$ cat src/rtl/fsb_pkg.sv
package fsb_pkg;
  typedef enum logic [2:0] {
    OP_IDLE      = 3'd0,
    OP_PROG      = 3'd1,
    OP_ERASE     = 3'd2,
    OP_SUSP      = 3'd3,
    OP_SUSP_PROG = 3'd4
  } fsb_op_e;

  localparam int unsigned N_TGL = 2;
  localparam int unsigned TGL_POLL6 = 0;
  localparam int unsigned TGL_SECT2 = 1;
endpackage

$ cat src/rtl/fsb_edge_det.sv
module fsb_edge_det
  import fsb_pkg::*;
(
  input  logic       clk,
  input  logic       rst,
  input  logic       strobe_i,
  input  logic [2:0] op_i,
  output logic       fall_o,
  output logic       new_op_o
);
  logic       strobe_q;
  logic [2:0] op_q;

  always_ff @(posedge clk) begin
    if (rst) begin
      strobe_q <= 1'b0;
      op_q     <= OP_IDLE;
    end else begin
      strobe_q <= strobe_i;
      op_q     <= op_i;
    end
  end

  assign fall_o   = strobe_q & ~strobe_i;
  assign new_op_o = (op_q != op_i);
endmodule

$ cat src/rtl/fsb_toggle_ff.sv
module fsb_toggle_ff (
  input  logic clk,
  input  logic rst,
  input  logic clr_i,
  input  logic adv_i,
  output logic q_o
);
  always_ff @(posedge clk) begin
    if (rst || clr_i) q_o <= 1'b0;
    else if (adv_i)   q_o <= ~q_o;
  end
endmodule

$ cat src/rtl/fsb_status_mux.sv
module fsb_status_mux
  import fsb_pkg::*;
#(
  parameter int unsigned DATA_W   = 16,
  parameter int unsigned POS_POLL = 7,
  parameter int unsigned POS_TGL  = 6,
  parameter int unsigned POS_SECT = 2
) (
  input  logic [2:0]        op_i,
  input  logic              busy_i,
  input  logic              sect_i,
  input  logic              prog_bit_i,
  input  logic [DATA_W-1:0] array_i,
  input  logic              tgl_poll_i,
  input  logic              tgl_sect_i,
  output logic [DATA_W-1:0] word_o,
  output logic              rdy_o
);
  fsb_op_e op;
  logic    in_prog, in_erase, in_susp;

  always_comb begin
    op       = fsb_op_e'(op_i);
    in_prog  = busy_i && (op == OP_PROG || op == OP_SUSP_PROG);
    in_erase = busy_i && (op == OP_ERASE);
    in_susp  = (op == OP_SUSP) && sect_i;

    word_o = array_i;
    rdy_o  = 1'b1;
    if (in_prog) begin
      word_o[POS_POLL] = ~prog_bit_i;
      word_o[POS_TGL]  = tgl_poll_i;
      word_o[POS_SECT] = tgl_sect_i;
      rdy_o            = 1'b0;
    end else if (in_erase) begin
      word_o[POS_POLL] = 1'b0;
      word_o[POS_TGL]  = tgl_poll_i;
      word_o[POS_SECT] = tgl_sect_i;
      rdy_o            = 1'b0;
    end else if (in_susp) begin
      word_o[POS_POLL] = 1'b1;
      word_o[POS_TGL]  = 1'b1;
      word_o[POS_SECT] = tgl_sect_i;
    end
  end
endmodule

$ cat src/rtl/fsb_status_gen.sv
module fsb_status_gen
  import fsb_pkg::*;
#(
  parameter int unsigned DATA_W   = 16,
  parameter int unsigned POS_POLL = 7,
  parameter int unsigned POS_TGL  = 6,
  parameter int unsigned POS_SECT = 2
) (
  input  logic              clk,
  input  logic              rst,
  input  logic [2:0]        op_i,
  input  logic              busy_i,
  input  logic              sect_i,
  input  logic              prog_bit_i,
  input  logic [DATA_W-1:0] array_i,
  input  logic              rd_i,
  output logic [DATA_W-1:0] dq_o,
  output logic              rdy_o
);
  logic              rd_fall, new_op;
  logic [N_TGL-1:0]  tgl_adv, tgl_q;
  logic [DATA_W-1:0] word_nxt;
  logic              rdy_nxt;
  fsb_op_e           op;

  fsb_edge_det u_edge (
    .clk      (clk),
    .rst      (rst),
    .strobe_i (rd_i),
    .op_i     (op_i),
    .fall_o   (rd_fall),
    .new_op_o (new_op)
  );

  always_comb begin
    op = fsb_op_e'(op_i);
    tgl_adv[TGL_POLL6] = rd_fall && busy_i &&
                         (op == OP_PROG || op == OP_ERASE || op == OP_SUSP_PROG);
    tgl_adv[TGL_SECT2] = rd_fall && ((busy_i && op == OP_ERASE) ||
                                     (op == OP_SUSP && sect_i));
  end

  for (genvar g = 0; g < N_TGL; g++) begin : g_tgl
    fsb_toggle_ff u_tgl (
      .clk   (clk),
      .rst   (rst),
      .clr_i (new_op),
      .adv_i (tgl_adv[g]),
      .q_o   (tgl_q[g])
    );
  end

  fsb_status_mux #(
    .DATA_W   (DATA_W),
    .POS_POLL (POS_POLL),
    .POS_TGL  (POS_TGL),
    .POS_SECT (POS_SECT)
  ) u_mux (
    .op_i       (op_i),
    .busy_i     (busy_i),
    .sect_i     (sect_i),
    .prog_bit_i (prog_bit_i),
    .array_i    (array_i),
    .tgl_poll_i (tgl_q[TGL_POLL6]),
    .tgl_sect_i (tgl_q[TGL_SECT2]),
    .word_o     (word_nxt),
    .rdy_o      (rdy_nxt)
  );

  always_ff @(posedge clk) begin
    if (rst) begin
      dq_o  <= '0;
      rdy_o <= 1'b1;
    end else begin
      dq_o  <= word_nxt;
      rdy_o <= rdy_nxt;
    end
  end
endmodule

$ cat config.mk
export PLATFORM = sky130hd
export DESIGN_NAME = fsb_status_gen
export DESIGN_NICKNAME = d
export VERILOG_FILES = /design/src/rtl/fsb_pkg.sv /design/src/rtl/fsb_edge_det.sv /design/src/rtl/fsb_toggle_ff.sv /design/src/rtl/fsb_status_mux.sv /design/src/rtl/fsb_status_gen.sv
export SDC_FILE = /design/constraint.sdc
export NUM_CORES = 1
export LEC_CHECK = 0
export ABC_AREA = 1
export BUFFER_PORTS_ARGS = -buffer_cell sky130_fd_sc_hd__buf_4
export CORE_ASPECT_RATIO = 0.6
export CORE_MARGIN = 4
export CORE_UTILIZATION = 40
export DETAILED_ROUTE_END_ITERATION = 12
export GPL_ROUTABILITY_DRIVEN = 1
export GPL_TIMING_DRIVEN = 0
export PLACE_DENSITY = 0.68
export SLEW_MARGIN = 10
export SYNTH_ARGS = -nofsm -noshare
export SYNTH_HDL_FRONTEND = slang
export SYNTH_HIERARCHICAL = 1
export SYNTH_SLANG_ARGS = --single-unit
export TNS_END_PERCENT = 100
$ cat constraint.sdc
create_clock -name clk -period 1.31 [get_ports clk]
set_clock_uncertainty 0.05 [all_clocks]
set_input_delay 0.131 -clock clk [delete_from_list [all_inputs] [get_ports clk]]
set_output_delay 0.131 -clock clk [all_outputs]
set_load 0.03 [all_outputs]
==> results of run 1 <==
-- state kept, by name, summed over array words and instances (netlist names) --
register	flops
u_edge/op_q	3
rdy_o	1
dq_o	16
g_tgl.u_tgl/q_o	2
u_edge/strobe_q	1
-- cells in the mapped netlist (all sizes together) --
cell type,count
a21oi,2
buf,15
dfxtp,23
inv,31
nand2,23
nand3,5
nand3b,1
nand4,3
nor2,37
o21ai,1
or2,1
xnor2,1
-- metal layers --
layer	vias to the layer above	GRT usage (%)	wire length [um]
met5	-	0	0
met2	27	16.5	764
li1	463	-	-
met1	332	14.8	853
met4	0	3.31	22
met3	2	5.77	190
-- report_power, final --
| group | internal, uW | switching [uW] | leakage (uW) |
|---|---|---|---|
| clock network | 212 | 210 | 0.0000255 |
| registers | 735 | 9.81 | 0.000191 |
| logic | 123 | 149 | 0.000508 |
-- through the flow --
step	setup slack [ps]	total power, uW	hold slack [ps]	area [um2]
after floorplan	278	935	152	1020
after global placement	183	1030	280	1270
after detailed placement	172	1040	287	1270
after CTS	150	1460	9.71	1320
after global routing	36.5	1520	18.4	1320
final	164	1440	14.8	1320
-- critical path, cell delays in order, from the launching register on --
cell and delay [ps]:
dfxtp_1 310, inv_1 30, nor2_1 140, nand2_1 70, nor2_1 90, nand2_1 50, nor2_1 120, nand2_1 70
nand2_1 80, nor2_2 30
-- cells by family after synthesis --
group,after synthesis
simple gates,70
buf+inv,46
flops,23
compound gates,3
xor+xnor,1
-- area by class of cell --
cell class	instances	area, um2
sequential	23	460
multi-input combinational	74	322
fill	229	977
timing repair buffer	28	210
clock inverter	1	5.00
buffer	15	124
inverter	31	116
clock buffer	3	41.3
tap	30	37.5
-- how the worst min path moves through the flow --
stage | end | slack (ps)
detailed placement | dq_o[9] | 290
floorplan | u_edge/op_q[0] | 150
finish | dq_o[15] | 10
global route | dq_o[12] | 20
global placement | dq_o[3] | 280
CTS | dq_o[15] | 10
-- placed cells by master (no fill, tap or decap), types with 2 or more instances in the layout --
master and n:
clkbuf_8 3, nor2_1 35, dfxtp_1 23, nand3_1 4, nand4_1 3, nand2_1 21
nor2_2 2, a21oi_1 2, buf_4 41, nand2_2 2, inv_1 31
==> impl_metrics.env, run 1 <==
export IMPL_status="completed"
export IMPL_ctsHtreeMaxLevel=1
export IMPL_cp_data_required_time_ps=1410
export IMPL_start_util_pct=44.6
export IMPL_ys_warn_count=6
export IMPL_antenna_found_initial=0
export IMPL_grt_pass1_wl_um=2930
export IMPL_finalWirelength_um=1830
export IMPL_design_die_area_um2=3460
export IMPL_hold_violations=0
export IMPL_cts_tree="done"
export IMPL_reg2reg_depth=9
export IMPL_drtIter0Drc=40
export IMPL_syn_nets=168
export IMPL_peakVddDrop_mv=0.884
export IMPL_endpoint_kind="flip-flop"
export IMPL_fp_dieH_um=47.2
export IMPL_synthMuxAreaShare_pct=0
export IMPL_critPathLaunch="u_edge/strobe_q"
export IMPL_nNetsFinal=201
export IMPL_area_growth_pct=28.8
export IMPL_drc=0
export IMPL_drv_cap=0
export IMPL_wl_per_cell_um=8.93
export IMPL_ys_top_cells_by_area="dfxtp_1, nor2_1, inv_1"
export IMPL_fin_crit_sh_pct=87.5
export IMPL_synth_xor_area_share_pct=0.857
export IMPL_worst_slew_pin_slew_ps=171
export IMPL_synth_area_per_cell_um2=7.15
export IMPL_cp_endpoint="g_tgl[0].u_tgl/q_o"
export IMPL_yosys_area_share_simple_pct=29.1
export IMPL_cts_buffers=3
export IMPL_post_cts_buffers=0
export IMPL_max_freq_mhz=872
export IMPL_die_w_um=73.3
export IMPL_yosysSeqAreaShare_pct=45.0
export IMPL_first_global_vias=693
export IMPL_ios=42
export IMPL_num_rows=13
export IMPL_clockBufferDepth=2
export IMPL_drv_slew=0
export IMPL_worstSetupStartpointType="flip-flop"
export IMPL_r2r_setup_slack_ps=160
export IMPL_worstHoldStart="array_i[15]"
export IMPL_cts_root_buffer="clkbuf_8"
export IMPL_r2r_end="g_tgl[0].u_tgl/q_o"
export IMPL_synthCells=143
export IMPL_slew_headroom_pct=88.6
export IMPL_rsz0062_at_grt="false"
export IMPL_fin_setup_tns_ps=0
export IMPL_hold_class="input port to flip-flop"
export IMPL_dp_cells=201
export IMPL_ys_types=17
export IMPL_synth_fa_ha_area_share_pct=0
export IMPL_synth_top_area_cell="dfxtp_1"
export IMPL_layout_cells_non_filler=205
export IMPL_p_leak_uw=0.000724
export IMPL_synth_top_cell_area_share_pct=45.0
export IMPL_ys_ff_latch=23
export IMPL_globalplace_congestion=0.719
export IMPL_synth_area_um2=1020
export IMPL_ctsResizeCount=0
export IMPL_r2r_start="u_edge/strobe_q"
export IMPL_grt_max_degree=14
export IMPL_worstPathMaxFanout=2
export IMPL_clock_latency_ps=260
export IMPL_antenna_left=0
export IMPL_synth_compound_area_share_pct=1.47
export IMPL_cts_num_sinks=23
export IMPL_antenna_cells=0
export IMPL_whs_path_depth=3
export IMPL_cts_hold_fix_buffers=0
export IMPL_cts_reportedPaths_clkPinSlew_ps=80
export IMPL_drive_above_1_share_pct=29.7
export IMPL_dp_hpwl_um=1500
export IMPL_synth_top_family_by_area="simple AND/OR/NAND/NOR gates"
export IMPL_powerDensity_nw_per_um2=1090
export IMPL_cp_arrival_ps=1250
export IMPL_overflow=0
export IMPL_routed_via_density=4.02
export IMPL_io_buffer_count=28
export IMPL_via_count=824
export IMPL_final_core_util_pct=57.4
export IMPL_min_period_ps=1150
export IMPL_first_pass_iters=4
export IMPL_fp_coreArea_um2=2290
export IMPL_critPathKind="flip-flop to flip-flop"
export IMPL_track_usage_pct=11.3
export IMPL_setup_viol=0
(Power assumes the default switching activity.)
==> run 2, diff against run 1 <==
--- a/config.mk
+++ b/config.mk
@@ -7,16 +7,15 @@
 export LEC_CHECK = 0
 export ABC_AREA = 1
 export BUFFER_PORTS_ARGS = -buffer_cell sky130_fd_sc_hd__buf_4
-export CORE_ASPECT_RATIO = 0.6
 export CORE_MARGIN = 4
 export CORE_UTILIZATION = 40
+export CTS_BUF_LIST = sky130_fd_sc_hd__clkbuf_4
 export DETAILED_ROUTE_END_ITERATION = 12
 export GPL_ROUTABILITY_DRIVEN = 1
 export GPL_TIMING_DRIVEN = 0
-export PLACE_DENSITY = 0.68
+export PLACE_DENSITY = 0.71
 export SLEW_MARGIN = 10
 export SYNTH_ARGS = -nofsm -noshare
 export SYNTH_HDL_FRONTEND = slang
-export SYNTH_HIERARCHICAL = 1
 export SYNTH_SLANG_ARGS = --single-unit
 export TNS_END_PERCENT = 100
==> impl_metrics.env, run 2 <==
export IMPL_status="completed"
export IMPL_clockBufferDepth=2
export IMPL_ys_warn_count=0
export IMPL_cts_root_buffer="clkbuf_4"
export IMPL_cts_reportedPaths_clkPinSlew_ps=120
export IMPL_ios=42
export IMPL_grt_pass1_wl_um=2950
export IMPL_whs_path_depth=3
export IMPL_p_leak_uw=0.000753
export IMPL_wl_per_cell_um=8.82
export IMPL_slew_headroom_pct=87.5
export IMPL_design_die_area_um2=2950
export IMPL_io_buffer_count=41
export IMPL_top_regs="dq_o: 16 flops, u_edge.op_q: 3 flops, g_tgl.u_tgl.q_o: 2 flops"
export IMPL_ys_ff_latch=23
export IMPL_synth_area_um2=860
export IMPL_reg2reg_depth=5
export IMPL_worstPathMaxFanout=2
export IMPL_ys_top_cells_by_area="dfxtp_1, nor2_1, inv_1"
export IMPL_drv_slew=0
export IMPL_start_util_pct=42.9
export IMPL_drtIter0Drc=8
export IMPL_cts_tree="done"
export IMPL_endpoint_kind="flip-flop"
export IMPL_setup_viol=0
export IMPL_hold_class="input port to flip-flop"
export IMPL_peakVddDrop_mv=0.890
export IMPL_antenna_left=0
export IMPL_max_freq_mhz=930
export IMPL_overflow=0
export IMPL_syn_nets=142
export IMPL_path_delay_family="buffers and inverters"
export IMPL_clock_latency_ps=300
export IMPL_ctsHtreeMaxLevel=1
export IMPL_cp_data_required_time_ps=1470
export IMPL_grt_max_degree=14
export IMPL_synth_top_cell_area_share_pct=53.6
export IMPL_synth_area_per_cell_um2=7.35
export IMPL_dp_cells=185
export IMPL_synth_commonest_cells="nor2_1, inv_1, dfxtp_1"
export IMPL_synth_edf_count=0
export IMPL_cp_arrival_ps=1240
export IMPL_yosysMostFrequentCell="nor2_1"
export IMPL_place_ws_ps=325
export IMPL_cts_buffers=3
export IMPL_path_cells="dlygate4sd3_1 -> buf_4 -> inv_1 -> nand2_1 -> nor2_1 -> nand3_1 -> nand2_1 -> nor2_1"
export IMPL_first_pass_iters=4
export IMPL_nNetsFinal=203
export IMPL_timing_final_ws_setup_ps=235
export IMPL_worstSetupStartpointType="input port"
export IMPL_fin_setup_tns_ps=0
export IMPL_fp_dieH_um=54.4
export IMPL_top_register="dq_o"
export IMPL_layout_commonest_cell="buf_4"
export IMPL_synth_main_ff_cell="dfxtp_1"
export IMPL_track_usage_pct=14.0
export IMPL_synthCells=117
export IMPL_min_period_ps=1080
export IMPL_via_count=865
export IMPL_yosysSeqAreaShare_pct=53.6
export IMPL_worst_path_buf_inv=3
export IMPL_first_global_vias=777
export IMPL_num_rows=16
export IMPL_ys_types=15
export IMPL_crit_slowest_cell="dlygate4sd3_1"
export IMPL_final_core_util_pct=68.9
export IMPL_rsz0062_at_grt="false"
export IMPL_routed_via_density=4.24
export IMPL_fp_coreArea_um2=2000
export IMPL_dp_hpwl_um=1350
export IMPL_synth_top_area_cell="dfxtp_1"
export IMPL_antenna_cells=0
export IMPL_cp_depth=8
export IMPL_area_growth_pct=60.4
export IMPL_fin_crit_sh_pct=82.1
export IMPL_antenna_found_initial=0
export IMPL_critPathKind="input port to flip-flop"
export IMPL_finalWirelength_um=1800
export IMPL_drive_above_1_share_pct=31.1
export IMPL_drc=0
export IMPL_die_w_um=54.4
export IMPL_cp_slowest_stage_delay_ps=540
export IMPL_cts_num_sinks=23
export IMPL_layout_cells_non_filler=204
export IMPL_worst_slew_pin_slew_ps=187
export IMPL_largest_reg_flops=16
export IMPL_globalplace_congestion=0.733
export IMPL_hold_violations=0
export IMPL_final_cell_mix="buf_4, nor2_1, inv_1"
export IMPL_drv_cap=0
export IMPL_powerDensity_nw_per_um2=988
export IMPL_async_reset_ff_share_pct=0
run 2: final timing paths:
kind | slack [ps] | endpoint | startpoint
setup / recovery | 230 | g_tgl[0].u_tgl.q_o | rd_i
hold / removal | 40 | u_edge.op_q[2] | op_i[2]
setup reg to reg | 340 | g_tgl[1].u_tgl.q_o | u_edge.op_q[2]
hold reg to reg | 470 | g_tgl[1].u_tgl.q_o | g_tgl[1].u_tgl.q_o
run 2: logic make-up after synthesis:
family,Yosys count,share of synthesized area [%]
AO/OA/AOI/OAI,4,2.33
AND/OR/NAND/NOR,60,30.1
flip-flops,23,53.6
buffers and inverters,29,13.0
XOR/XNOR,1,1.02
run 2: final cells by class:
class / count / area (um2)
Sequential cell: 23 / 460
Buffer: 2 / 10.0
Multi-Input combinational cell: 65 / 288
Fill cell: 171 / 623
Clock inverter: 1 / 5.00
Tap cell: 27 / 33.8
Inverter: 27 / 101
Clock buffer: 3 / 22.5
Timing Repair Buffer: 56 / 458
run 2: per-layer routing:
metal,up-vias,GRT usage [%],part of all wire (%)
met3,2,5.45,11
met4,0,4.98,0.61
li1,462,-,-
met1,371,14.1,38
met5,-,0,0
met2,30,25.7,51
run 2: metrics by stage:
stage | power [uW] | area [um2] | hold WS, ps
after floorplan | 903 | 860 | 188
after global placement | 1020 | 1200 | 280
after detailed placement | 1020 | 1200 | 289
after CTS | 1380 | 1380 | 33.1
after global routing | 1440 | 1380 | 48.1
final | 1360 | 1380 | 35.6
run 2: worst register-to-register path, cell delays in order, from the launching register on:
cell and delay [ps]:
dfxtp_1 330, or2_2 280, nand3_1 80, nor2_1 50
nand2_1 50, nor2_1 40
run 2: timing repair:
| item | in CTS | in global routing |
|---|---|---|
| setup buffers | 0 | 0 |
| hold endpoints to repair | 15 | 0 |
| hold buffers | 15 | 0 |
| resized for setup | 0 | 0 |
run 2: where the power goes:
group          switching [uW]  internal (uW)  leakage, uW
clock                     206            114    0.0000177
sequential               9.83            736     0.000191
combinational             151            146     0.000544
total                     367            995     0.000753
==> run 3, diff against run 2 <==
--- a/config.mk
+++ b/config.mk
@@ -5,15 +5,16 @@
 export SDC_FILE = /design/constraint.sdc
 export NUM_CORES = 1
 export LEC_CHECK = 0
-export ABC_AREA = 1
+export ABC_AREA = 0
 export BUFFER_PORTS_ARGS = -buffer_cell sky130_fd_sc_hd__buf_4
+export CORE_ASPECT_RATIO = 0.6
 export CORE_MARGIN = 4
 export CORE_UTILIZATION = 40
 export CTS_BUF_LIST = sky130_fd_sc_hd__clkbuf_4
 export DETAILED_ROUTE_END_ITERATION = 12
 export GPL_ROUTABILITY_DRIVEN = 1
 export GPL_TIMING_DRIVEN = 0
-export PLACE_DENSITY = 0.71
+export PLACE_DENSITY = 0.73
 export SLEW_MARGIN = 10
 export SYNTH_ARGS = -nofsm -noshare
 export SYNTH_HDL_FRONTEND = slang
==> constraint.sdc (replaced) <==
create_clock -name clk -period 0.9 [get_ports clk]
set_clock_uncertainty 0.05 [all_clocks]
set_input_delay 0.09 -clock clk [delete_from_list [all_inputs] [get_ports clk]]
set_output_delay 0.09 -clock clk [all_outputs]
set_load 0.03 [all_outputs]
==> impl_metrics.env, run 3 <==
export IMPL_ys_ff_latch=23
export IMPL_max_freq_mhz=864
export IMPL_start_util_pct=45.0
export IMPL_p_leak_uw=0.000648
export IMPL_first_pass_iters=4
export IMPL_wl_per_cell_um=13.1
export IMPL_drc=0
export IMPL_cp_arrival_ps=1350
export IMPL_synth_edf_count=0
export IMPL_num_rows=12
export IMPL_whs_path_depth=2
export IMPL_top_register="dq_o"
export IMPL_finalWirelength_um=2210
export IMPL_final_core_util_pct=77.1
export IMPL_dp_hpwl_um=1510
export IMPL_cts_tree="done"
export IMPL_hold_class="input port to flip-flop"
export IMPL_synth_top_area_cell="dfxtp_1"
export IMPL_critPathKind="flip-flop to flip-flop"
export IMPL_drv_slew=0
export IMPL_cts_buffers=3
export IMPL_r2r_setup_slack_ps=-260
export IMPL_holdWs_ps=17.9
export IMPL_largest_reg_flops=16
export IMPL_ys_top_cells_by_area="dfxtp_1, nor2b_1, mux2i_1"
export IMPL_synth_area_per_cell_um2=10.9
export IMPL_synth_top_cell_area_share_pct=51.6
export IMPL_track_usage_pct=14.9
export IMPL_fp_coreArea_um2=1980
export IMPL_fin_crit_sh_pct=129
export IMPL_syn_nets=107
export IMPL_powerDensity_nw_per_um2=1360
export IMPL_status="finished, violations left"
export IMPL_final_cell_mix="buf_4, buf_6, dfxtp_2"
export IMPL_nNetsFinal=167
export IMPL_slew_headroom_pct=71.2
export IMPL_synthCells=82
export IMPL_cts_reportedPaths_clkPinSlew_ps=110
export IMPL_antenna_cells=0
export IMPL_clockBufferDepth=2
export IMPL_synth_area_um2=892
export IMPL_cts_root_buffer="clkbuf_4"
export IMPL_worstHoldStart="op_i[2]"
export IMPL_antenna_found_initial=0
export IMPL_synth_commonest_cells="dfxtp_1, nor2b_1, nand2b_1"
export IMPL_ctsHtreeMaxLevel=1
export IMPL_hold_violations=0
export IMPL_drive_above_1_share_pct=48.9
export IMPL_routed_via_density=4.62
export IMPL_yosysSeqAreaShare_pct=51.6
export IMPL_async_reset_ff_share_pct=0
export IMPL_clock_latency_ps=300
export IMPL_r2r_start="u_edge.strobe_q"
export IMPL_hold_path_end="u_edge.op_q[2]"
export IMPL_multi_input_area_um2=427
export IMPL_grt_pass1_wl_um=3330
export IMPL_layout_area_seq_um2=483
export IMPL_timing_final_ws_setup_ps=-257
export IMPL_overflow=0
export IMPL_drv_cap=0
export IMPL_worst_slew_pin_slew_ps=432
export IMPL_cp_data_required_time_ps=1100
export IMPL_first_global_vias=731
export IMPL_violations="setup timing"
export IMPL_reg2reg_depth=3
export IMPL_area_growth_pct=71.4
export IMPL_via_count=780
export IMPL_die_w_um=69.0
export IMPL_ys_warn_count=0
export IMPL_grt_max_degree=13
export IMPL_top_regs="dq_o: 16 flops, u_edge.op_q: 3 flops, g_tgl.u_tgl.q_o: 2 flops"
export IMPL_io_buffer_count=38
export IMPL_ios=42
export IMPL_design_die_area_um2=3070
export IMPL_rsz0062_at_grt="true"
export IMPL_r2r_end="g_tgl[1].u_tgl.q_o"
export IMPL_globalplace_congestion=0.755
export IMPL_layout_commonest_cell="buf_4"
export IMPL_worstPathMaxFanout=2
export IMPL_synth_main_ff_cell="dfxtp_1"
export IMPL_n_fill_cell=131
export IMPL_antenna_left=0
export IMPL_yosysMostFrequentCell="dfxtp_1"
export IMPL_fin_setup_tns_ps=-456
export IMPL_peakVddDrop_mv=1.16
export IMPL_min_period_ps=1160
export IMPL_worstSetupStartpointType="flip-flop"
export IMPL_endpoint_kind="flip-flop"
export IMPL_cts_num_sinks=23
export IMPL_fp_dieH_um=44.6
export IMPL_drtIter0Drc=40
export IMPL_setup_viol=9
export IMPL_ys_types=25
[run 3: changes by cell type in the layout (fill, tap and decap cells not counted), moves of 4 or more]
cell	previous run	this run
nand2b_1	0	6
inv_1	24	0
buf_6	0	19
nand2_1	17	0
nor2b_1	0	16
nor2_1	27	3
nand3_1	8	1
dfxtp_1	23	5
dfxtp_2	0	18
mux2i_1	0	4
buf_4	41	23
[run 3: worst max-delay path by stage]
stage                          startpoint                  to  slack, ps  cells after the start
final                     u_edge.strobe_q  g_tgl[1].u_tgl.q_o       -260                      3
after global routing      u_edge.strobe_q  g_tgl[1].u_tgl.q_o       -310                      3
after CTS                 u_edge.strobe_q  g_tgl[1].u_tgl.q_o       -220                      3
after detailed placement  u_edge.strobe_q  g_tgl[1].u_tgl.q_o       -210                      3
after global placement    u_edge.strobe_q  g_tgl[1].u_tgl.q_o       -180                      3
after floorplan           u_edge.strobe_q  g_tgl[1].u_tgl.q_o       -150                      3
[run 3: repair_timing]
item                       CTS  global route
hold endpoints to repair    16             0
setup buffers                1             0
resized for setup           34             1
pin swaps                    1             0
setup endpoints to repair   19            19
gates cloned                 0             0
hold buffers                16             0
[run 3: power by group]
part	internal, uW	switching [uW]	total (uW)
registers	1080	23.0	1100
clock network	203	275	478
logic	275	221	496
total	1560	520	2080
[run 3: layout make-up]
class / count / share of cell area [%]
Buffer: 5 / 2.45
Clock buffer: 4 / 1.96
Multi-Input combinational cell: 54 / 27.9
Sequential cell: 23 / 31.6
Tap cell: 28 / 2.29
Timing Repair Buffer: 55 / 33.8
[run 3: cells by family (layout without fill, tap and decap cells)]
| kind of cell | Yosys count | in the layout | share of synthesized area (%) |
|---|---|---|---|
| multiplexers | 4 | 4 | 4.49 |
| AND/OR/NAND/NOR | 37 | 37 | 29.0 |
| XOR/XNOR | 5 | 5 | 4.91 |
| flip-flops | 23 | 23 | 51.6 |
| buffers and inverters | 5 | 64 | 3.79 |
| AO/OA/AOI/OAI | 8 | 8 | 6.17 |
[run 3: worst max-delay path, stage by stage (launching register included)]
cell and delay (ps):
dfxtp_2 350, nand2b_1 80, or4_1 500, a21oi_2 130
[run 3: per-stage QoR]
step	instance area [um2]	total power, uW	std cells	worst slack, ps
after floorplan	922	1350	82	-147
after global placement	1240	1510	148	-178
after detailed placement	1240	1520	148	-206
after CTS	1530	2090	169	-224
after global routing	1530	2170	169	-312
final	1530	2080	169	-257
[run 3: layer usage]
layer  wire [um]  GRT usage (%)  vias to the layer above
li1            -              -                      399
met1         914           18.2                      349
met2        1080           25.4                       32
met3         219           7.11                        0
met4           0              0                        0
met5           0              0                        -
